==> src/rtl/gpio_dual_pkg.sv <==
package gpio_dual_pkg;
  localparam int unsigned LG_AW = 4;
  localparam int unsigned FS_AW = 5;

  localparam logic [LG_AW-1:0] LG_PIN = 4'h0;
  localparam logic [LG_AW-1:0] LG_SET = 4'h4;
  localparam logic [LG_AW-1:0] LG_DIR = 4'h8;
  localparam logic [LG_AW-1:0] LG_CLR = 4'hC;

  localparam logic [FS_AW-1:0] FS_DIR  = 5'h00;
  localparam logic [FS_AW-1:0] FS_MASK = 5'h04;
  localparam logic [FS_AW-1:0] FS_PIN  = 5'h08;
  localparam logic [FS_AW-1:0] FS_SET  = 5'h0C;
  localparam logic [FS_AW-1:0] FS_CLR  = 5'h10;
endpackage

==> src/rtl/gpio_sync.sv <==
module gpio_sync #(
  parameter int unsigned W = 32
) (
  input  logic         clk_i,
  input  logic         rst_ni,
  input  logic [W-1:0] d_i,
  output logic [W-1:0] q_o
);
  logic [W-1:0] s1_q, s2_q;

  always_ff @(posedge clk_i or negedge rst_ni) begin
    if (!rst_ni) begin
      s1_q <= '0;
      s2_q <= '0;
    end else begin
      s1_q <= d_i;
      s2_q <= s1_q;
    end
  end

  assign q_o = s2_q;
endmodule

==> src/rtl/gpio_legacy_bank.sv <==
module gpio_legacy_bank
  import gpio_dual_pkg::*;
#(
  parameter int unsigned W = 32
) (
  input  logic             clk_i,
  input  logic             rst_ni,
  input  logic             req_i,
  input  logic             we_i,
  input  logic [LG_AW-1:0] addr_i,
  input  logic [W-1:0]     wdata_i,
  input  logic [W-1:0]     pin_sync_i,
  output logic [W-1:0]     rdata_o,
  output logic [W-1:0]     out_o,
  output logic [W-1:0]     dir_o
);
  logic [W-1:0] out_q, dir_q;
  logic         wr;

  assign wr = req_i & we_i;

  always_ff @(posedge clk_i or negedge rst_ni) begin
    if (!rst_ni) begin
      out_q <= '0;
      dir_q <= '0;
    end else if (wr) begin
      unique case (addr_i)
        LG_PIN:  out_q <= wdata_i;
        LG_SET:  out_q <= out_q | wdata_i;
        LG_CLR:  out_q <= out_q & ~wdata_i;
        LG_DIR:  dir_q <= wdata_i;
        default: ;
      endcase
    end
  end

  always_comb begin
    rdata_o = '0;
    if (req_i && !we_i) begin
      unique case (addr_i)
        LG_PIN:  rdata_o = pin_sync_i;
        LG_SET:  rdata_o = out_q;
        LG_DIR:  rdata_o = dir_q;
        default: rdata_o = '0;
      endcase
    end
  end

  assign out_o = out_q;
  assign dir_o = dir_q;
endmodule

==> src/rtl/gpio_fast_bank.sv <==
module gpio_fast_bank
  import gpio_dual_pkg::*;
#(
  parameter int unsigned W  = 32,
  localparam int unsigned NB = W / 8
) (
  input  logic             clk_i,
  input  logic             rst_ni,
  input  logic             req_i,
  input  logic             we_i,
  input  logic [FS_AW-1:0] addr_i,
  input  logic [NB-1:0]    be_i,
  input  logic [W-1:0]     wdata_i,
  input  logic [W-1:0]     pin_sync_i,
  output logic [W-1:0]     rdata_o,
  output logic [W-1:0]     out_o,
  output logic [W-1:0]     dir_o
);
  logic [W-1:0] out_q, dir_q, mask_q;
  logic [W-1:0] lane, wbits;
  logic         wr;

  for (genvar g = 0; g < NB; g++) begin : g_lane
    assign lane[g*8 +: 8] = {8{be_i[g]}};
  end

  assign wr    = req_i & we_i;
  assign wbits = lane & ~mask_q;  // bits an output write may touch

  always_ff @(posedge clk_i or negedge rst_ni) begin
    if (!rst_ni) begin
      out_q  <= '0;
      dir_q  <= '0;
      mask_q <= '0;
    end else if (wr) begin
      unique case (addr_i)
        FS_DIR:  dir_q  <= (dir_q & ~lane) | (wdata_i & lane);
        FS_MASK: mask_q <= (mask_q & ~lane) | (wdata_i & lane);
        FS_PIN:  out_q  <= (out_q & ~wbits) | (wdata_i & wbits);
        FS_SET:  out_q  <= out_q | (wdata_i & wbits);
        FS_CLR:  out_q  <= out_q & ~(wdata_i & wbits);
        default: ;
      endcase
    end
  end

  always_comb begin
    rdata_o = '0;
    if (req_i && !we_i) begin
      unique case (addr_i)
        FS_DIR:  rdata_o = dir_q;
        FS_MASK: rdata_o = mask_q;
        FS_PIN:  rdata_o = pin_sync_i & ~mask_q;
        FS_SET:  rdata_o = out_q;
        default: rdata_o = '0;
      endcase
    end
  end

  assign out_o = out_q;
  assign dir_o = dir_q;
endmodule

==> src/rtl/gpio_dual_bank.sv <==
module gpio_dual_bank
  import gpio_dual_pkg::*;
#(
  parameter int unsigned W  = 32,
  localparam int unsigned NB = W / 8
) (
  input  logic             clk_i,
  input  logic             rst_ni,
  input  logic             bank_sel_i,
  input  logic             lg_req_i,
  input  logic             lg_we_i,
  input  logic [LG_AW-1:0] lg_addr_i,
  input  logic [W-1:0]     lg_wdata_i,
  output logic [W-1:0]     lg_rdata_o,
  input  logic             fs_req_i,
  input  logic             fs_we_i,
  input  logic [FS_AW-1:0] fs_addr_i,
  input  logic [NB-1:0]    fs_be_i,
  input  logic [W-1:0]     fs_wdata_i,
  output logic [W-1:0]     fs_rdata_o,
  input  logic [W-1:0]     pad_in_i,
  output logic [W-1:0]     pad_out_o,
  output logic [W-1:0]     pad_oe_o
);
  logic [W-1:0] pin_sync;
  logic [W-1:0] lg_out, lg_dir, fs_out, fs_dir;

  gpio_sync #(.W(W)) u_sync (
    .clk_i  (clk_i),
    .rst_ni (rst_ni),
    .d_i    (pad_in_i),
    .q_o    (pin_sync)
  );

  gpio_legacy_bank #(.W(W)) u_legacy (
    .clk_i      (clk_i),
    .rst_ni     (rst_ni),
    .req_i      (lg_req_i),
    .we_i       (lg_we_i),
    .addr_i     (lg_addr_i),
    .wdata_i    (lg_wdata_i),
    .pin_sync_i (pin_sync),
    .rdata_o    (lg_rdata_o),
    .out_o      (lg_out),
    .dir_o      (lg_dir)
  );

  gpio_fast_bank #(.W(W)) u_fast (
    .clk_i      (clk_i),
    .rst_ni     (rst_ni),
    .req_i      (fs_req_i),
    .we_i       (fs_we_i),
    .addr_i     (fs_addr_i),
    .be_i       (fs_be_i),
    .wdata_i    (fs_wdata_i),
    .pin_sync_i (pin_sync),
    .rdata_o    (fs_rdata_o),
    .out_o      (fs_out),
    .dir_o      (fs_dir)
  );

  assign pad_out_o = bank_sel_i ? fs_out : lg_out;
  assign pad_oe_o  = bank_sel_i ? fs_dir : lg_dir;
endmodule

==> config.mk <==
export PLATFORM = sky130hd
export DESIGN_NAME = gpio_dual_bank
export DESIGN_NICKNAME = d
export VERILOG_FILES = /design/src/rtl/gpio_dual_pkg.sv /design/src/rtl/gpio_sync.sv /design/src/rtl/gpio_legacy_bank.sv /design/src/rtl/gpio_fast_bank.sv /design/src/rtl/gpio_dual_bank.sv
export SDC_FILE = /design/constraint.sdc
export NUM_CORES = 1
export LEC_CHECK = 0
export BUFFER_PORTS_ARGS = -buffer_cell sky130_fd_sc_hd__buf_2
export CAP_MARGIN = 30
export CORE_MARGIN = 5
export CORE_UTILIZATION = 55
export CTS_BUF_LIST = sky130_fd_sc_hd__clkbuf_4
export DETAILED_ROUTE_END_ITERATION = 12
export PLACE_DENSITY = 0.8
export SETUP_SLACK_MARGIN = 0.1
export SLEW_MARGIN = 20
export SYNTH_ARGS = -nofsm -noshare
export SYNTH_HDL_FRONTEND = slang
export SYNTH_HIERARCHICAL = 1
export SYNTH_SLANG_ARGS = --single-unit
==> constraint.sdc <==
create_clock -name clk_i -period 2.1 [get_ports clk_i]
set_input_delay 0.105 -clock clk_i [delete_from_list [all_inputs] [get_ports clk_i]]
set_output_delay 0.105 -clock clk_i [all_outputs]
set_load 0.005 [all_outputs]
==> reports/results.ini <==
[critical_path]
arrival_ns = 1.78
cp_max_fo = 3
timing.setup.critical_path_class = reg2out
crit_path_start_kind = flip-flop
worst-r2r-setup-slack_ns = 0.72
ff2ff_path_depth = 2
endpoint_kind = primary output
crit_required_ns = 2.00

[finish]
finalInstanceArea_um2 = 14830
final_common_cell = buf_2
syn2layout_area_growth_pct = 30.21
mostFrequentLayoutCells = buf_2, dfrtp_1, dlygate4sd3_1, mux2_2, clkbuf_4
instances_no_fill = 1673
layout.nets = 1477
fillCellCount = 1357
drive_gt1_share_pct = 41.30

[routing]
drtIter0Drc = 924
drc = 0
antenna_left = 0
wire_per_inst_um = 22.40
vias = 10000
via_per_inst = 5.978
wirelength_um = 37480
first_pass_iters = 5

[die]
ios = 244
coreArea_um2 = 20300
die_x_um = 153.9
rows = 52
floorplan.die.height_um = 153.9
initial_core_util_pct = 56.10
dieArea_um2 = 23680

[synth]
synth-main-ff-cell = dfrtp_1
synth-seq-area-share_pct = 49.22
synth-edff-count = 0
synth_cell_types = 48
netlist_area_um2 = 11390
synth_compound_area_share_pct = 13.03
synth_nets = 1083
yosys.area_share.simple_pct = 11.38
syn_inst = 967
synthMuxAreaShare_pct = 20.58
synth-seq-cells = 224
synth_top_family_by_area = multiplexers
avgSynthCellArea_um2 = 11.78
synthAdderAreaFrac_pct = 0
async_flop_share_pct = 100.0
synth_xor_xnor_area_share_pct = 0
ys.warnings.count = 6

[timing]
setup_viol_count_final = 0
max_freq_mhz = 531.2
drv_slew = 0
relSlewSlack_pct = 44.33
skew_ns = 0.04559
finalSetupTns_ns = 0
period_needed_ns = 1.883
rsz0062_at_grt = false
hold_viol = 0
min_period_over_period_pct = 89.65
worst_pin_slew_ns = 0.8313

[worst_hold_path]
min_from = pad_in_i[26]
hold_class = in2reg
hold_depth = 2
min_to = u_sync/s1_q[26]

[global_route]
grt_start_max_net_pins = 77
grt_use_total_pct = 31.03
grt_pass1_wl_um = 58560
grt_pass1_vias = 10760
antenna_found_initial = 8
overflow = 0

[power_and_ir_drop]
p_int_mw = 7.865
p_seq_share_pct = 48.1
switching_power_mw = 2.973
power_density_nw_per_um2 = 730.8
p_sw_share_pct = 27.43
combinationalPowerShare_pct = 17.8
p_leak_nw = 7.300
peakVddDrop_mv = 0.5204
clock_power_share_pct = 34.0

[clock_network]
root_buffer = clkbuf_4
htree_num_levels = 2
worstSkewPairLatency_ns = 0.67
cts-buffers-inserted = 57
post_cts_buffers = 0
clock_path_buffers = 3
clk_pin_slew_ns = 0.07
cts_tree = yes
cts_sinks = 224

[run]
drv_cap = 0

[placed_design]
placed_area_um2 = 13020
gp_congestion = 0.8536
hpwl_um = 23980
portBuffers = 243
dp.cells = 1463

[outcome]
status = finished, final reports clean

[kinds of logic after synthesis]
family          count (synthesis)
mux                           192
buf+inv                       121
flops                         224
simple gates                  232
compound gates                198
[layout make-up]
type / instances / area, um2 / share of cell area [%]
flip-flops and latches: 224 / 5605 / 37.80
multi-input cells: 622 / 5162 / 34.81
repair buffers: 400 / 2793 / 18.83
clock buffers: 93 / 698.2 / 4.708
well taps: 270 / 337.8 / 2.278
inverters: 56 / 210.2 / 1.417
diodes: 6 / 15.01 / 0.1012
clock inverters: 2 / 7.507 / 0.05062
[routing by layer]
metal	wire length, um	part of all wire (%)	global-route usage [%]
met5	35	0.093	0
met1	14310	38	39.10
met3	3389	9.0	7.617
met2	18100	48	50.64
met4	1637	4.4	14.55
[worst max-delay path by stage]
stage / cells past startpoint / startpoint / endpoint
3_3_place_gp: 6 / fs_addr_i[1] / flip-flop
6_report: 4 / u_legacy/out_o[23] / lg_rdata_o[23]
2_1_floorplan: 5 / fs_addr_i[1] / flip-flop
5_1_grt: 4 / u_legacy/dir_o[14] / lg_rdata_o[14]
4_1_cts: 4 / u_legacy/out_o[23] / lg_rdata_o[23]
3_5_place_dp: 6 / fs_addr_i[1] / flip-flop
[worst max-delay path, cell delays in order (launching register included)]
cell and delay, ns:
dfrtp_1 0.38, mux2i_1 0.09, or2_2 0.28, a21oi_1 0.19, buf_2 0.16
[synth_stat cells, drive strengths merged, types with 2 or more instances]
cell type  number  area share [%]
nand3          55             2.5
a22o           32             2.5
a32o           14             1.2
nor2           13            0.43
nand2b         33             1.8
clkbuf         33             1.1
a211o          22             1.7
and3            4            0.22
buf            32             2.9
nor3            9            0.40
a21oi          21            0.92
mux2          157              18
dfrtp         224              49
a21o            9            0.59
or2            22             1.2
nand3b         18             1.2
a22oi          43             2.8
nor4b           3            0.42
a211oi         10            0.66
nand2          64             2.1
o211ai          4            0.26
inv            56             1.8
mux2i          35             3.1
nor2b           2            0.18
a31oi          32             1.8
o22ai          10            0.55
[power by group through the flow]
| stage | Sequential (mW) | Clock [mW] | Combinational (mW) |
|---|---|---|---|
| 6_report | 5.22 | 3.69 | 1.93 |
| 5_1_grt | 5.27 | 4.01 | 2.07 |
| 4_1_cts | 5.19 | 3.73 | 1.90 |
| 3_5_place_dp | 5.27 | 0 | 1.73 |
| 3_3_place_gp | 5.24 | 0 | 1.68 |
| 2_1_floorplan | 5.13 | 0 | 1.07 |
[per-stage QoR]
step	total power [mW]	setup slack, ns	hold WS [ns]	util (%)
detailed placement	6.990	0.1617	0.1406	64.11
global route	11.35	0.1140	0.03714	73.05
finish	10.84	0.2174	0.06871	73.05
floorplan	6.202	0.4323	-0.1906	-
global placement	6.914	0.2123	0.1353	64.11
CTS	10.82	0.1958	0.01343	72.97
[timing repair]
item / 4_1_cts / 5_1_grt
endpoints found under the hold margin: 416 / 0
endpoints found under the setup margin: 0 / 1
hold buffers: 109 / 0
resized for setup: 0 / 1
Note: power is estimated with default switching activity, not from simulation.
